### config.mk
export PLATFORM = sky130hd
export DESIGN_NAME = sync_shift_port
export DESIGN_NICKNAME = d
export VERILOG_FILES = /design/src/rtl/ssp_pkg.sv /design/src/rtl/ssp_sync.sv /design/src/rtl/ssp_mclk.sv /design/src/rtl/ssp_core.sv /design/src/rtl/sync_shift_port.sv
export SDC_FILE = /design/constraint.sdc
export NUM_CORES = 1
export LEC_CHECK = 0
export BUFFER_PORTS_ARGS = -buffer_cell sky130_fd_sc_hd__buf_2
export CORE_MARGIN = 10
export CORE_UTILIZATION = 61
export DETAILED_ROUTE_END_ITERATION = 16
export MAX_ROUTING_LAYER = met4
export PLACE_DENSITY_LB_ADDON = 0.05
export SKIP_CTS_REPAIR_TIMING = 1
export SLEW_MARGIN = 20
export SYNTH_ARGS = -nofsm -noshare
export SYNTH_HDL_FRONTEND = slang
export SYNTH_HIERARCHICAL = 1
export SYNTH_SLANG_ARGS = --single-unit
### constraint.sdc
create_clock -name clk -period 6.8 [get_ports clk]
set_clock_uncertainty 0.2 [all_clocks]
set_input_delay 1.02 -clock clk [delete_from_list [all_inputs] [get_ports clk]]
set_output_delay 1.02 -clock clk [all_outputs]
set_load 0.05 [all_outputs]
### src/rtl/ssp_pkg.sv
package ssp_pkg;
    typedef enum logic [2:0] {
        ST_IDLE,
        ST_M_LOW,
        ST_M_HIGH,
        ST_S_ARMED,
        ST_S_FREE
    } ssp_state_e;

    localparam int CTRL_EN_BIT   = 0;
    localparam int CTRL_MST_BIT  = 1;
    localparam int CTRL_RATE_LO  = 2;
    localparam int CTRL_BUSY_BIT = 7;

    typedef struct packed {
        logic       en;
        logic       master;
        logic [1:0] rate;
    } ssp_cfg_t;
endpackage

### src/rtl/ssp_sync.sv
module ssp_sync #(
    parameter int STAGES = 2,
    parameter int WIDTH  = 2
) (
    input  logic             clk,
    input  logic             rst_n,
    input  logic [WIDTH-1:0] d,
    output logic [WIDTH-1:0] q
);
    logic [STAGES-1:0][WIDTH-1:0] pipe;

    always_ff @(posedge clk or negedge rst_n) begin
        if (!rst_n) begin
            pipe <= '0;
        end else begin
            pipe[0] <= d;
            for (int i = 1; i < STAGES; i++) begin
                pipe[i] <= pipe[i-1];
            end
        end
    end

    assign q = pipe[STAGES-1];
endmodule

### src/rtl/ssp_mclk.sv
module ssp_mclk #(
    parameter int DIV_W = 3
) (
    input  logic       clk,
    input  logic       rst_n,
    input  logic       run,
    input  logic [1:0] rate,
    output logic       tick
);
    logic [DIV_W-1:0] cnt_q;
    logic [DIV_W-1:0] half_m1;

    // half period in system clocks: 1, 2, 4, 4
    always_comb begin
        unique case (rate)
            2'b00:   half_m1 = DIV_W'(0);
            2'b01:   half_m1 = DIV_W'(1);
            default: half_m1 = DIV_W'(3);
        endcase
    end

    assign tick = run && (cnt_q == half_m1);

    always_ff @(posedge clk or negedge rst_n) begin
        if (!rst_n) begin
            cnt_q <= '0;
        end else if (!run || tick) begin
            cnt_q <= '0;
        end else begin
            cnt_q <= cnt_q + DIV_W'(1);
        end
    end
endmodule

### src/rtl/ssp_core.sv
module ssp_core
    import ssp_pkg::*;
#(
    parameter int DATA_W = 8,
    parameter int CNT_W  = $clog2(DATA_W + 1)
) (
    input  logic              clk,
    input  logic              rst_n,
    input  logic              wr_data_en,
    input  logic              wr_ctrl_en,
    input  logic [DATA_W-1:0] wdata,
    input  logic              sclk_s,
    input  logic              sdi_s,
    input  logic              mtick,
    output ssp_cfg_t          cfg,
    output logic              busy,
    output logic              sck,
    output logic              mrun,
    output logic              sdo,
    output logic [DATA_W-1:0] shreg
);
    localparam int MSB = DATA_W - 1;

    ssp_state_e        state_q, state_d;
    ssp_cfg_t          cfg_q;
    logic [DATA_W-1:0] shreg_q;
    logic [CNT_W-1:0]  cnt_q;
    logic              sdo_q;
    logic              gclk_q;

    logic w_en, w_mst, w_busy;
    logic start, abort, release_free;
    logic slave_act, gclk, srise, sfall, mrise, mfall, shift_now;

    assign w_en   = wdata[CTRL_EN_BIT];
    assign w_mst  = wdata[CTRL_MST_BIT];
    assign w_busy = wdata[CTRL_BUSY_BIT];

    assign start        = wr_ctrl_en && w_busy && w_en;
    assign abort        = wr_ctrl_en && (!w_busy || !w_en);
    assign release_free = wr_ctrl_en && (!w_en || w_mst);

    assign slave_act = (state_q == ST_S_ARMED) || (state_q == ST_S_FREE);
    assign gclk      = sclk_s && slave_act;
    assign srise     = gclk && !gclk_q;
    assign sfall     = !gclk && gclk_q && slave_act;
    assign mrise     = (state_q == ST_M_LOW)  && mtick;
    assign mfall     = (state_q == ST_M_HIGH) && mtick;
    assign shift_now = mrise || srise;

    // next-state logic
    always_comb begin
        state_d = state_q;
        unique case (state_q)
            ST_IDLE: begin
                if (start) state_d = w_mst ? ST_M_LOW : ST_S_ARMED;
            end
            ST_M_LOW: begin
                if (abort)      state_d = ST_IDLE;
                else if (mtick) state_d = ST_M_HIGH;
            end
            ST_M_HIGH: begin
                if (abort)      state_d = ST_IDLE;
                else if (mtick) state_d = (cnt_q == CNT_W'(DATA_W)) ? ST_IDLE : ST_M_LOW;
            end
            ST_S_ARMED: begin
                if (abort) state_d = ST_IDLE;
                else if (srise && (cnt_q == CNT_W'(DATA_W - 1))) state_d = ST_S_FREE;
            end
            ST_S_FREE: begin
                if (start)             state_d = w_mst ? ST_M_LOW : ST_S_ARMED;
                else if (release_free) state_d = ST_IDLE;
            end
            default: state_d = ST_IDLE;
        endcase
    end

    // state register
    always_ff @(posedge clk or negedge rst_n) begin
        if (!rst_n) state_q <= ST_IDLE;
        else        state_q <= state_d;
    end

    // outputs decoded from state
    always_comb begin
        busy = 1'b0;
        sck  = 1'b0;
        mrun = 1'b0;
        unique case (state_q)
            ST_M_LOW:   begin busy = 1'b1; mrun = 1'b1; end
            ST_M_HIGH:  begin busy = 1'b1; mrun = 1'b1; sck = 1'b1; end
            ST_S_ARMED: busy = 1'b1;
            default:    ;
        endcase
    end

    // configuration register
    always_ff @(posedge clk or negedge rst_n) begin
        if (!rst_n) begin
            cfg_q <= '0;
        end else if (wr_ctrl_en) begin
            cfg_q.en     <= w_en;
            cfg_q.master <= w_mst;
            cfg_q.rate   <= wdata[CTRL_RATE_LO +: 2];
        end
    end

    // datapath: shift register, serial output, bit count, slave clock history
    always_ff @(posedge clk or negedge rst_n) begin
        if (!rst_n) begin
            shreg_q <= '0;
            sdo_q   <= 1'b0;
            cnt_q   <= '0;
            gclk_q  <= 1'b0;
        end else begin
            gclk_q <= gclk;

            if (wr_data_en && !busy) begin
                shreg_q <= wdata;
            end else if (shift_now) begin
                shreg_q <= {shreg_q[MSB-1:0], sdi_s};
            end

            if (wr_data_en && !busy) begin
                sdo_q <= wdata[MSB];
            end else if (start && !busy) begin
                sdo_q <= shreg_q[MSB];
            end else if (mfall || sfall) begin
                sdo_q <= shreg_q[MSB];
            end

            if (start && !busy) begin
                cnt_q <= '0;
            end else if (mrise || (srise && state_q == ST_S_ARMED)) begin
                cnt_q <= cnt_q + CNT_W'(1);
            end
        end
    end

    assign cfg   = cfg_q;
    assign sdo   = sdo_q;
    assign shreg = shreg_q;

    a_r3_count_bound: assert property (@(posedge clk) disable iff (!rst_n)
        cnt_q <= CNT_W'(DATA_W));

    a_r3_sdo_only_on_fall: assert property (@(posedge clk) disable iff (!rst_n)
        (mrun && !mtick) |=> $stable(sdo_q));

    a_r9_reg_held_while_busy: assert property (@(posedge clk) disable iff (!rst_n)
        (busy && !shift_now) |=> $stable(shreg_q));

    a_r4_abort_clears_busy: assert property (@(posedge clk) disable iff (!rst_n)
        (busy && wr_ctrl_en && !w_busy) |=> !busy);

    a_r8_no_busy_when_off: assert property (@(posedge clk) disable iff (!rst_n)
        !cfg_q.en |-> !busy);
endmodule

### src/rtl/sync_shift_port.sv
module sync_shift_port
    import ssp_pkg::*;
#(
    parameter int DATA_W      = 8,
    parameter int SYNC_STAGES = 2,
    parameter int DIV_W       = 3
) (
    input  logic              clk,
    input  logic              rst_n,
    input  logic              bus_addr,
    input  logic              bus_wr,
    input  logic [DATA_W-1:0] bus_wdata,
    output logic [DATA_W-1:0] bus_rdata,
    input  logic              sclk_in,
    output logic              sclk_out,
    output logic              sclk_oe,
    input  logic              sdi,
    output logic              sdo,
    output logic              sdo_oe
);
    logic [1:0]        pin_sync;
    logic              mtick, busy, sck, mrun, sdo_core;
    ssp_cfg_t          cfg;
    logic [DATA_W-1:0] shreg;
    logic [DATA_W-1:0] ctrl_rd;

    ssp_sync #(.STAGES(SYNC_STAGES), .WIDTH(2)) u_sync (
        .clk   (clk),
        .rst_n (rst_n),
        .d     ({sclk_in, sdi}),
        .q     (pin_sync)
    );

    ssp_mclk #(.DIV_W(DIV_W)) u_mclk (
        .clk   (clk),
        .rst_n (rst_n),
        .run   (mrun),
        .rate  (cfg.rate),
        .tick  (mtick)
    );

    ssp_core #(.DATA_W(DATA_W)) u_core (
        .clk        (clk),
        .rst_n      (rst_n),
        .wr_data_en (bus_wr && !bus_addr),
        .wr_ctrl_en (bus_wr && bus_addr),
        .wdata      (bus_wdata),
        .sclk_s     (pin_sync[1]),
        .sdi_s      (pin_sync[0]),
        .mtick      (mtick),
        .cfg        (cfg),
        .busy       (busy),
        .sck        (sck),
        .mrun       (mrun),
        .sdo        (sdo_core),
        .shreg      (shreg)
    );

    always_comb begin
        ctrl_rd = '0;
        ctrl_rd[CTRL_EN_BIT]        = cfg.en;
        ctrl_rd[CTRL_MST_BIT]       = cfg.master;
        ctrl_rd[CTRL_RATE_LO +: 2]  = cfg.rate;
        ctrl_rd[CTRL_BUSY_BIT]      = busy;
    end

    assign bus_rdata = bus_addr ? ctrl_rd : shreg;
    assign sclk_out  = sck;
    assign sclk_oe   = cfg.en && cfg.master;
    assign sdo       = sdo_core;
    assign sdo_oe    = cfg.en;

    a_r8_quiet_when_off: assert property (@(posedge clk) disable iff (!rst_n)
        !sdo_oe |-> (!sclk_out && !busy));

    a_r10_clock_drive_needs_enable: assert property (@(posedge clk) disable iff (!rst_n)
        sclk_oe |-> sdo_oe);
endmodule

==> results of run 1 <==
layer usage:
metal,up-vias,wire length [um],GRT usage
li1,577,-,-
met1,586,1700,0.172
met2,24,1580,0.193
met3,4,80,0.0175
met4,0,22,0.0311
met5,-,0,-
power breakdown:
| part | internal (mW) | switching [mW] |
|---|---|---|
| Sequential | 0.224 | 0.0700 |
| Clock | 0.0207 | 0.0451 |
| Combinational | 0.206 | 0.232 |
| Total | 0.451 | 0.347 |
final timing paths:
path                              startpoint               to  slack (ns)  cells past startpoint
setup reg to reg           u_core/state_q[0]  u_core/shreg[7]        3.76                      7
min in group asynchronous              rst_n  u_mclk/cnt_q[2]        0.49                      1
max in group asynchronous              rst_n  u_core/cnt_q[0]        5.52                      1
setup / recovery           u_core/state_q[0]  u_core/shreg[7]        3.76                      7
hold / removal                u_sync/pipe[1]      u_sync/q[1]        0.17                      0
hold reg to reg               u_sync/pipe[1]      u_sync/q[1]        0.17                      0
layout make-up:
| cell class | instances | area (um2) |
|---|---|---|
| Clock buffer | 3 | 22.5 |
| Tap cell | 31 | 38.8 |
| Inverter | 9 | 33.8 |
| Multi-Input combinational cell | 103 | 946 |
| Timing Repair Buffer | 25 | 125 |
| Fill cell | 208 | 891 |
| Sequential cell | 28 | 701 |
logic make-up after synthesis:
kind of cell	count (synthesis)	synth area share
AND/OR/NAND/NOR	43	0.164
multiplexers	30	0.219
flip-flops	28	0.399
AO/OA/AOI/OAI	23	0.115
buffers and inverters	18	0.0620
XOR/XNOR	4	0.0200
adder cells (fa/ha/maj)	3	0.0214
worst max-delay path: stages (launching register included):
cell and delay [ns]:
dfrtp_1 0.61, xnor2_1 0.15, nor2_1 0.24, nor3b_2 0.35, nand2b_1 0.15, a21oi_1 0.39, a221o_1 0.51, mux2_4 0.34
state kept, by name, indices dropped and copies added (netlist names):
name / flops
u_core/cfg: 4
u_core/cnt_q: 4
u_core/gclk_q: 1
u_core/sdo: 1
u_core/shreg: 8
u_core/state_q: 3
u_mclk/cnt_q: 3
u_sync/pipe: 2
u_sync/q: 2
cell usage after synthesis, types with 2 or more instances:
cell type  count  share of area
mux2_4        13           0.11
nand3b_1       2         0.0086
o211a_1        2          0.011
nand2b_1       3          0.011
and2b_2        4          0.020
nor3b_1        2         0.0086
buf_4          5          0.021
o21ai_0        2         0.0057
mux2_2        15          0.096
a311oi_1       2          0.010
nor2_1         9          0.019
inv_1          9          0.019
xnor2_1        4          0.020
nand3_1        2         0.0057
a21oi_1        4          0.011
nand2_1        6          0.013
a211oi_1       2         0.0086
nor4_1         2         0.0071
dfrtp_1       28           0.40
mux2i_1        2          0.011
buf_6          3          0.019
ha_1           3          0.021
==> metrics.md, run 1 <==
| Metric | Value |
|---|---|
| I/O Buffers | 25 |
| Worst-Margin Slew | 0.611 ns |
| Core region area | 0.00276 mm2 |
| Seq/Total Area, Yosys | 0.399 |
| Most frequent cells in the layout | dfrtp_1, buf_2, mux2_2 |
| Die area | 0.00542 mm2 |
| Initial antenna violation count | 0 |
| Worst setup margin | 3.76 ns |
| Critical Path RT | 6.82 ns |
| Max Fclk | 329 MHz |
| Clock transition at path regs | 0.14 ns |
| Die height | 73.6 um |
| H-tree levels | 1 |
| Gr ovfl total | 0 |
| Rows | 19 |
| Ant. Diodes | 0 |
| Clk Latency, worst-skew pair | 0.32 ns |
| Fin. max-slew vios | 0 |
| PD cells | 427 mW/mm2 |
| Tot Pwr | 798 uW |
| Placed insts | 196 |
| Largest net degree at the start of global routing | 29 |
| Vias in the first global route | 1,159 |
| Hold Fails Final Rpt | 0 |
| Ports | 26 |
| Initial drt markers | 69 |
| Setup WS pre-CTS | 3.79 ns |
| Cells after Synth | 149 |
| Prevailing post-synth register cell | dfrtp_1 |
| # nets final | 187 |
| Post-Synthesis Cell Area | 0.00176 mm2 |
| Initial Utilization | 0.637 |
| Clk buf depth | 2 |
| Post-DR wirelength/cell | 17.0 um |
| Endpoints failing setup | 0 |
| Routed WL | 3380 um |
| Pre-antenna DRT Iters | 4 |
| Syn_area_per_cell | 11.8 um2 |
| Hold WS | 0.172 ns |
| Most common cell after layout, fill and taps aside | dfrtp_1 |
| RSZ-0062 raised after global routing | no |
| Tcrit/Tclk final | 0.447 |
| Num Clock Sinks | 28 |
| ANT nets after route | 0 |
| Yosys cell types | 47 |
| GP Congestion | 0.718 |
| P&R area growth vs syn | 6.34% |
| Max_cap viols | 0 |
| Fin cells | 199 |
| Gr usage total | 0.126 |
| Synth warn | 6 |
| # DRC | 0 |
| Setup_tns | 0 ns |
| Leak | 0.857 nW |
| Seq cells post-synth | 28 |
| Async set or reset register ratio after synthesis | 1.00 |
| Status | finished, final reports clean |
| EDFF count, synth | 0 |
| Startpoint class of the critical path | flop |
| CTS tree | done |
| Synth Net Count | 166 |
| Crit Path Category | reg2reg |
| CP max FO | 9 |
| Shortest period the worst path allows | 3.04 ns |
| Routed vias | 1,191 |
| Finished Core Util | 0.677 |
| Detailed placer's ending HPWL | 2540 um |
| Fin area | 0.00187 mm2 |
| Normalized max-slew margin | 0.593 |
| Global-route wire length before repair | 5440 um |
| VDD IR max | 0.275 mV |
| Share of layout cells above drive strength 1 | 0.429 |
| Clk root buf | clkbuf_4 |
| Chip width | 73.6 um |
| Cts bufs inserted | 3 |
| Dpl cell area | 0.00184 mm2 |
| Arr. time, crit path | 3.06 ns |
| Via density | 5.98 |
| Class of the worst hold path | reg2reg |
| CP endpoint kind | flop |
Power figures use the tool's default switching activity.
==> run 2: changes to the inputs <==
--- a/config.mk
+++ b/config.mk
@@ -7,7 +7,7 @@
 export LEC_CHECK = 0
 export BUFFER_PORTS_ARGS = -buffer_cell sky130_fd_sc_hd__buf_2
 export CORE_MARGIN = 10
-export CORE_UTILIZATION = 61
+export CORE_UTILIZATION = 56
 export DETAILED_ROUTE_END_ITERATION = 16
 export MAX_ROUTING_LAYER = met4
 export PLACE_DENSITY_LB_ADDON = 0.05
==> constraint.sdc (replaced) <==
create_clock -name clk -period 3 [get_ports clk]
set_clock_uncertainty 0.2 [all_clocks]
set_input_delay 0.45 -clock clk [delete_from_list [all_inputs] [get_ports clk]]
set_output_delay 0.45 -clock clk [all_outputs]
set_load 0.05 [all_outputs]
==> metrics.md, run 2 (synthesis results as in run 1) <==
| Metric | Value |
|---|---|
| Status | finished, final reports clean |
| Pre-antenna DRT Iters | 4 |
| Endpoints failing setup | 0 |
| Setup_tns | 0 ns |
| CP endpoint kind | flop |
| Via density | 5.49 |
| Cells along the critical path | xnor2_1 -> nor2_1 -> nor3b_2 -> nand2b_1 -> a21oi_1 -> a221o_1 -> buf_4 -> mux2_4 |
| CP max FO | 11 |
| Fin cells | 219 |
| Arr. time, crit path | 2.81 ns |
| Initial drt markers | 64 |
| Filler instances | 252 |
| Share of layout cells above drive strength 1 | 0.434 |
| Chip width | 76.0 um |
| Worst-Margin Slew | 0.623 ns |
| Post-DR wirelength/cell | 15.8 um |
| Shortest period the worst path allows | 2.78 ns |
| Max incr delay on CP | 0.54 ns |
| VDD IR max | 0.521 mV |
| Global-route wire length before repair | 5890 um |
| Most common cell after layout, fill and taps aside | dfrtp_1 |
| Clk Latency, worst-skew pair | 0.32 ns |
| Clk buf depth | 2 |
| Hold wc startpoint | u_sync/pipe[1] |
| Gr usage total | 0.123 |
| CTS tree | done |
| Startpoint class of the critical path | flop |
| I/O Buffers | 25 |
| Worst setup margin | 0.221 ns |
| Class of the worst hold path | reg2reg |
| Clk root buf | clkbuf_4 |
| Tot Pwr | 1.85 mW |
| Dpl cell area | 0.00188 mm2 |
| Cts bufs inserted | 3 |
| Most frequent cells in the layout | dfrtp_1, buf_2, mux2_2 |
| H-tree levels | 1 |
| Initial antenna violation count | 0 |
| P&R area growth vs syn | 11.0% |
| Detailed placer's ending HPWL | 2620 um |
| Die area | 0.00577 mm2 |
| Vias in the first global route | 1,262 |
| Fin. max-slew vios | 0 |
| Critical Path RT | 3.03 ns |
| Min-Delay Path Depth | 0 |
| Num Clock Sinks | 28 |
| Gr ovfl total | 0 |
| Routed WL | 3470 um |
| Initial Utilization | 0.580 |
| Flop-to-flop setup slack | 0.22 ns |
| Die height | 76.0 um |
| Crit Path Category | reg2reg |
| Hold WS | 0.167 ns |
| Max reg flops | 8 |
| Clock transition at path regs | 0.14 ns |
| Leak | 0.893 nW |
| Tcrit/Tclk final | 0.926 |
| Ant. Diodes | 0 |
| Hold Path End | u_sync/q[1] |
| Routed vias | 1,202 |
| Placed insts | 212 |
| Hold Fails Final Rpt | 0 |
| Setup WS pre-CTS | 0.261 ns |
| ANT nets after route | 0 |
| # DRC | 0 |
| Reg2Reg Launch Point | u_core/state_q[1] |
| RSZ-0062 raised after global routing | no |
| Max Fclk | 360 MHz |
| Largest net degree at the start of global routing | 29 |
| # nets final | 193 |
| Rows | 20 |
| Max_cap viols | 0 |
| Worst path bufs/invs | 1 |
| Fin area | 0.00195 mm2 |
| Cell depth of the worst flop-to-flop path | 8 |
| Crit path max-delay family | simple AND/OR/NAND/NOR gates |
| Normalized max-slew margin | 0.585 |
| PD cells | 950 mW/mm2 |
| Worst path slowest cell | dfrtp_1 |
| Critical R2R Capture | u_core/shreg[4] |
| Core region area | 0.00303 mm2 |
| GP Congestion | 0.830 |
| Ports | 26 |
| Finished Core Util | 0.644 |
[run 2: cell count changes in the layout (fill, tap and decap cells not counted)]
cell | previous run | this run
clkbuf_8 | 0 | 1
buf_4 | 0 | 3
dlygate4sd3_1 | 0 | 3
[run 2: worst max-delay path by stage]
| stage | startpoint | to | slack [ns] | depth (start not counted) |
|---|---|---|---|---|
| final | u_core/state_q[1] | u_core/shreg[4] | 0.22 | 8 |
| after global routing | u_core/state_q[1] | u_core/shreg[7] | 0.02 | 8 |
| after CTS | u_core/state_q[0] | u_core/shreg[1] | 0.21 | 8 |
| after detailed placement | u_core/state_q[1] | u_core/shreg[4] | 0.26 | 8 |
| after global placement | u_core/state_q[1] | u_core/shreg[4] | 0.37 | 8 |
| after floorplan | u_core/state_q[2] | sclk_out | 0.45 | 3 |
[run 2: routing by layer]
| layer | up-vias | wire length (um) | share of wire | global-route usage |
|---|---|---|---|---|
| met5 | - | 0 | 0 | - |
| met3 | 4 | 131 | 0.038 | 0.0236 |
| met2 | 32 | 1650 | 0.48 | 0.196 |
| met4 | 0 | 21 | 0.0061 | 0.0417 |
| li1 | 584 | - | - | - |
| met1 | 582 | 1670 | 0.48 | 0.151 |
[run 2: final cells by class]
type | count | area (um2) | share of cell area
Clock buffer | 4 | 36.3 | 0.0186
Inverter | 9 | 33.8 | 0.0173
Multi-Input combinational cell | 103 | 946 | 0.485
Sequential cell | 28 | 701 | 0.359
Tap cell | 44 | 55.1 | 0.0282
Timing Repair Buffer | 31 | 178 | 0.0911
[run 2: power breakdown]
part	leakage [nW]	internal (mW)	switching [mW]
clock	0.0210	0.0743	0.108
sequential	0.342	0.509	0.153
combinational	0.530	0.477	0.529
total	0.893	1.06	0.791
==> run 3: changes to the inputs <==
--- a/config.mk
+++ b/config.mk
@@ -5,6 +5,7 @@
 export SDC_FILE = /design/constraint.sdc
 export NUM_CORES = 1
 export LEC_CHECK = 0
+export ABC_AREA = 1
 export BUFFER_PORTS_ARGS = -buffer_cell sky130_fd_sc_hd__buf_2
 export CORE_MARGIN = 10
 export CORE_UTILIZATION = 56
==> metrics.md, run 3 <==
| Metric | Value |
|---|---|
| Prevailing post-synth register cell | dfrtp_1 |
| PD cells | 853 mW/mm2 |
| Detailed placer's ending HPWL | 2740 um |
| Crit Path Category | reg2out |
| ANT nets after route | 0 |
| Routed WL | 3600 um |
| Worst-Margin Slew | 0.620 ns |
| Seq cells post-synth | 28 |
| Gr usage total | 0.147 |
| Endpoints failing setup | 0 |
| Syn_area_per_cell | 7.34 um2 |
| Chip width | 75.2 um |
| Normalized max-slew margin | 0.587 |
| Synth warn | 6 |
| Critical Path RT | 2.35 ns |
| Routed vias | 1,516 |
| Count leader, synth | nand2_1 |
| Max_cap viols | 0 |
| Shortest period the worst path allows | 2.16 ns |
| Worst path bufs/invs | 3 |
| Die height | 75.2 um |
| Hold Fails Final Rpt | 0 |
| Class of the worst hold path | reg2reg |
| CP max FO | 6 |
| I/O Buffers | 25 |
| Global-route wire length before repair | 6400 um |
| Most frequent cells in the layout | nand2_1, dfrtp_1, inv_1 |
| Max reg flops | 8 |
| Tcrit/Tclk final | 0.721 |
| Via density | 5.19 |
| Setup_tns | 0 ns |
| H-tree levels | 1 |
| Leak | 1.07 nW |
| Clock transition at path regs | 0.14 ns |
| Yosys cell types | 25 |
| Seq/Total Area, Yosys | 0.410 |
| VDD IR max | 0.477 mV |
| Num Clock Sinks | 28 |
| RSZ-0062 raised after global routing | no |
| Flop-to-flop setup slack | 0.99 ns |
| Filler instances | 281 |
| Vias in the first global route | 1,455 |
| Yosys top cell by area | dfrtp_1 |
| Post-DR wirelength/cell | 12.3 um |
| Cts bufs inserted | 3 |
| GP Congestion | 0.831 |
| Max Fclk | 463 MHz |
| Clk buf depth | 2 |
| Fin. max-slew vios | 0 |
| EDFF count, synth | 0 |
| Largest cells by area after synthesis | dfrtp_1, nand2_1, inv_1 |
| Initial Utilization | 0.604 |
| CTS tree | done |
| Post-Synthesis Cell Area | 0.00171 mm2 |
| P&R area growth vs syn | 11.3% |
| Worst path slowest cell | dfrtp_1 |
| Most common cell after layout, fill and taps aside | nand2_1 |
| Ports | 26 |
| Share of layout cells above drive strength 1 | 0.195 |
| Cells after Synth | 233 |
| Post-synth top cells | nand2_1, dfrtp_1, inv_1, nand3_1, nor2_1 |
| Crit path max-delay family | flip-flops |
| Largest net degree at the start of global routing | 29 |
| CP endpoint kind | primary output |
| # DRC | 0 |
| Rows | 19 |
| Max incr delay on CP | 0.51 ns |
| Async set or reset register ratio after synthesis | 1.00 |
| # nets final | 279 |
| Startpoint class of the critical path | flop |
| Core region area | 0.00283 mm2 |
| Ant. Diodes | 0 |
| Worst setup margin | 0.838 ns |
| Pre-antenna DRT Iters | 4 |
| Initial drt markers | 107 |
| Clk root buf | clkbuf_4 |
| Synth top area share | 0.410 |
| Die area | 0.00566 mm2 |
| Synth Net Count | 250 |
| Clk Latency, worst-skew pair | 0.33 ns |
| Gr ovfl total | 0 |
| Status | finished, final reports clean |
| Initial antenna violation count | 0 |
| Setup WS pre-CTS | 1.02 ns |
| Cells along the critical path | inv_2 -> nand2_4 -> nand2_4 -> inv_1 -> nand2_1 -> nand2_1 -> buf_2 |
| Arr. time, crit path | 1.51 ns |
-- run 3: stage by stage --
step           total power [mW]   util  std cells  hold WS (ns)  area (um2)
2_1_floorplan              1.27      -        233       -0.0456        1710
3_3_place_gp               1.43  0.649        285         0.134        1840
3_5_place_dp               1.44  0.649        285         0.144        1840
4_1_cts                    1.63  0.662        289       -0.0687        1870
5_1_grt                    1.79  0.672        292         0.149        1900
6_report                   1.62  0.672        292         0.173        1900
-- run 3: area by class of cell --
| type | count | area (um2) | area share |
|---|---|---|---|
| clock buffers | 4 | 36.3 | 0.0191 |
| inverters | 32 | 120 | 0.0632 |
| repair buffers | 28 | 155 | 0.0816 |
| well taps | 31 | 38.8 | 0.0204 |
| multi-input cells | 169 | 851 | 0.447 |
| flip-flops and latches | 28 | 701 | 0.368 |
-- run 3: worst paths after layout --
kind                                   startpoint              end  cells past startpoint
worst max-delay path            u_core/state_q[0]     bus_rdata[7]                      7
worst min-delay path               u_sync/pipe[0]      u_sync/q[0]                      0
worst max register to register  u_core/state_q[2]  u_core/shreg[6]                     11
worst min register to register     u_sync/pipe[0]      u_sync/q[0]                      0
max in group asynchronous                   rst_n    u_core/gclk_q                      2
min in group asynchronous                   rst_n  u_core/shreg[0]                      2
-- run 3: cells by family after synthesis --
kind of cell,after synthesis,share of synthesized area
adder cells (fa/ha/maj),3,0.0220
XOR/XNOR,3,0.0154
flip-flops,28,0.410
AO/OA/AOI/OAI,17,0.0586
buffers and inverters,36,0.0922
AND/OR/NAND/NOR,146,0.402
-- run 3: where the power goes --
part / switching (mW) / internal (mW) / total, mW / leakage, nW
registers: 0.102 / 0.484 / 0.585 / 0.359
clock network: 0.113 / 0.0743 / 0.188 / 0.0210
logic: 0.581 / 0.268 / 0.849 / 0.686
-- run 3: worst reg2reg max path, stage by stage (launching register included) --
cell,delay (ns)
dfrtp_1,0.45
inv_2,0.18
nand3_2,0.14
nand2_1,0.15
inv_1,0.06
nor2_1,0.17
inv_1,0.10
nor2_4,0.19
nor2_8,0.08
nand2_4,0.12
nand2_1,0.08
o21ai_2,0.05
-- run 3: per-layer routing --
layer | global-route usage | vias up | wire length [um]
li1 | - | 785 | -
met1 | 0.177 | 701 | 1680
met2 | 0.243 | 28 | 1730
met3 | 0.0289 | 2 | 166
met4 | 0.0474 | 0 | 20
met5 | - | - | 0
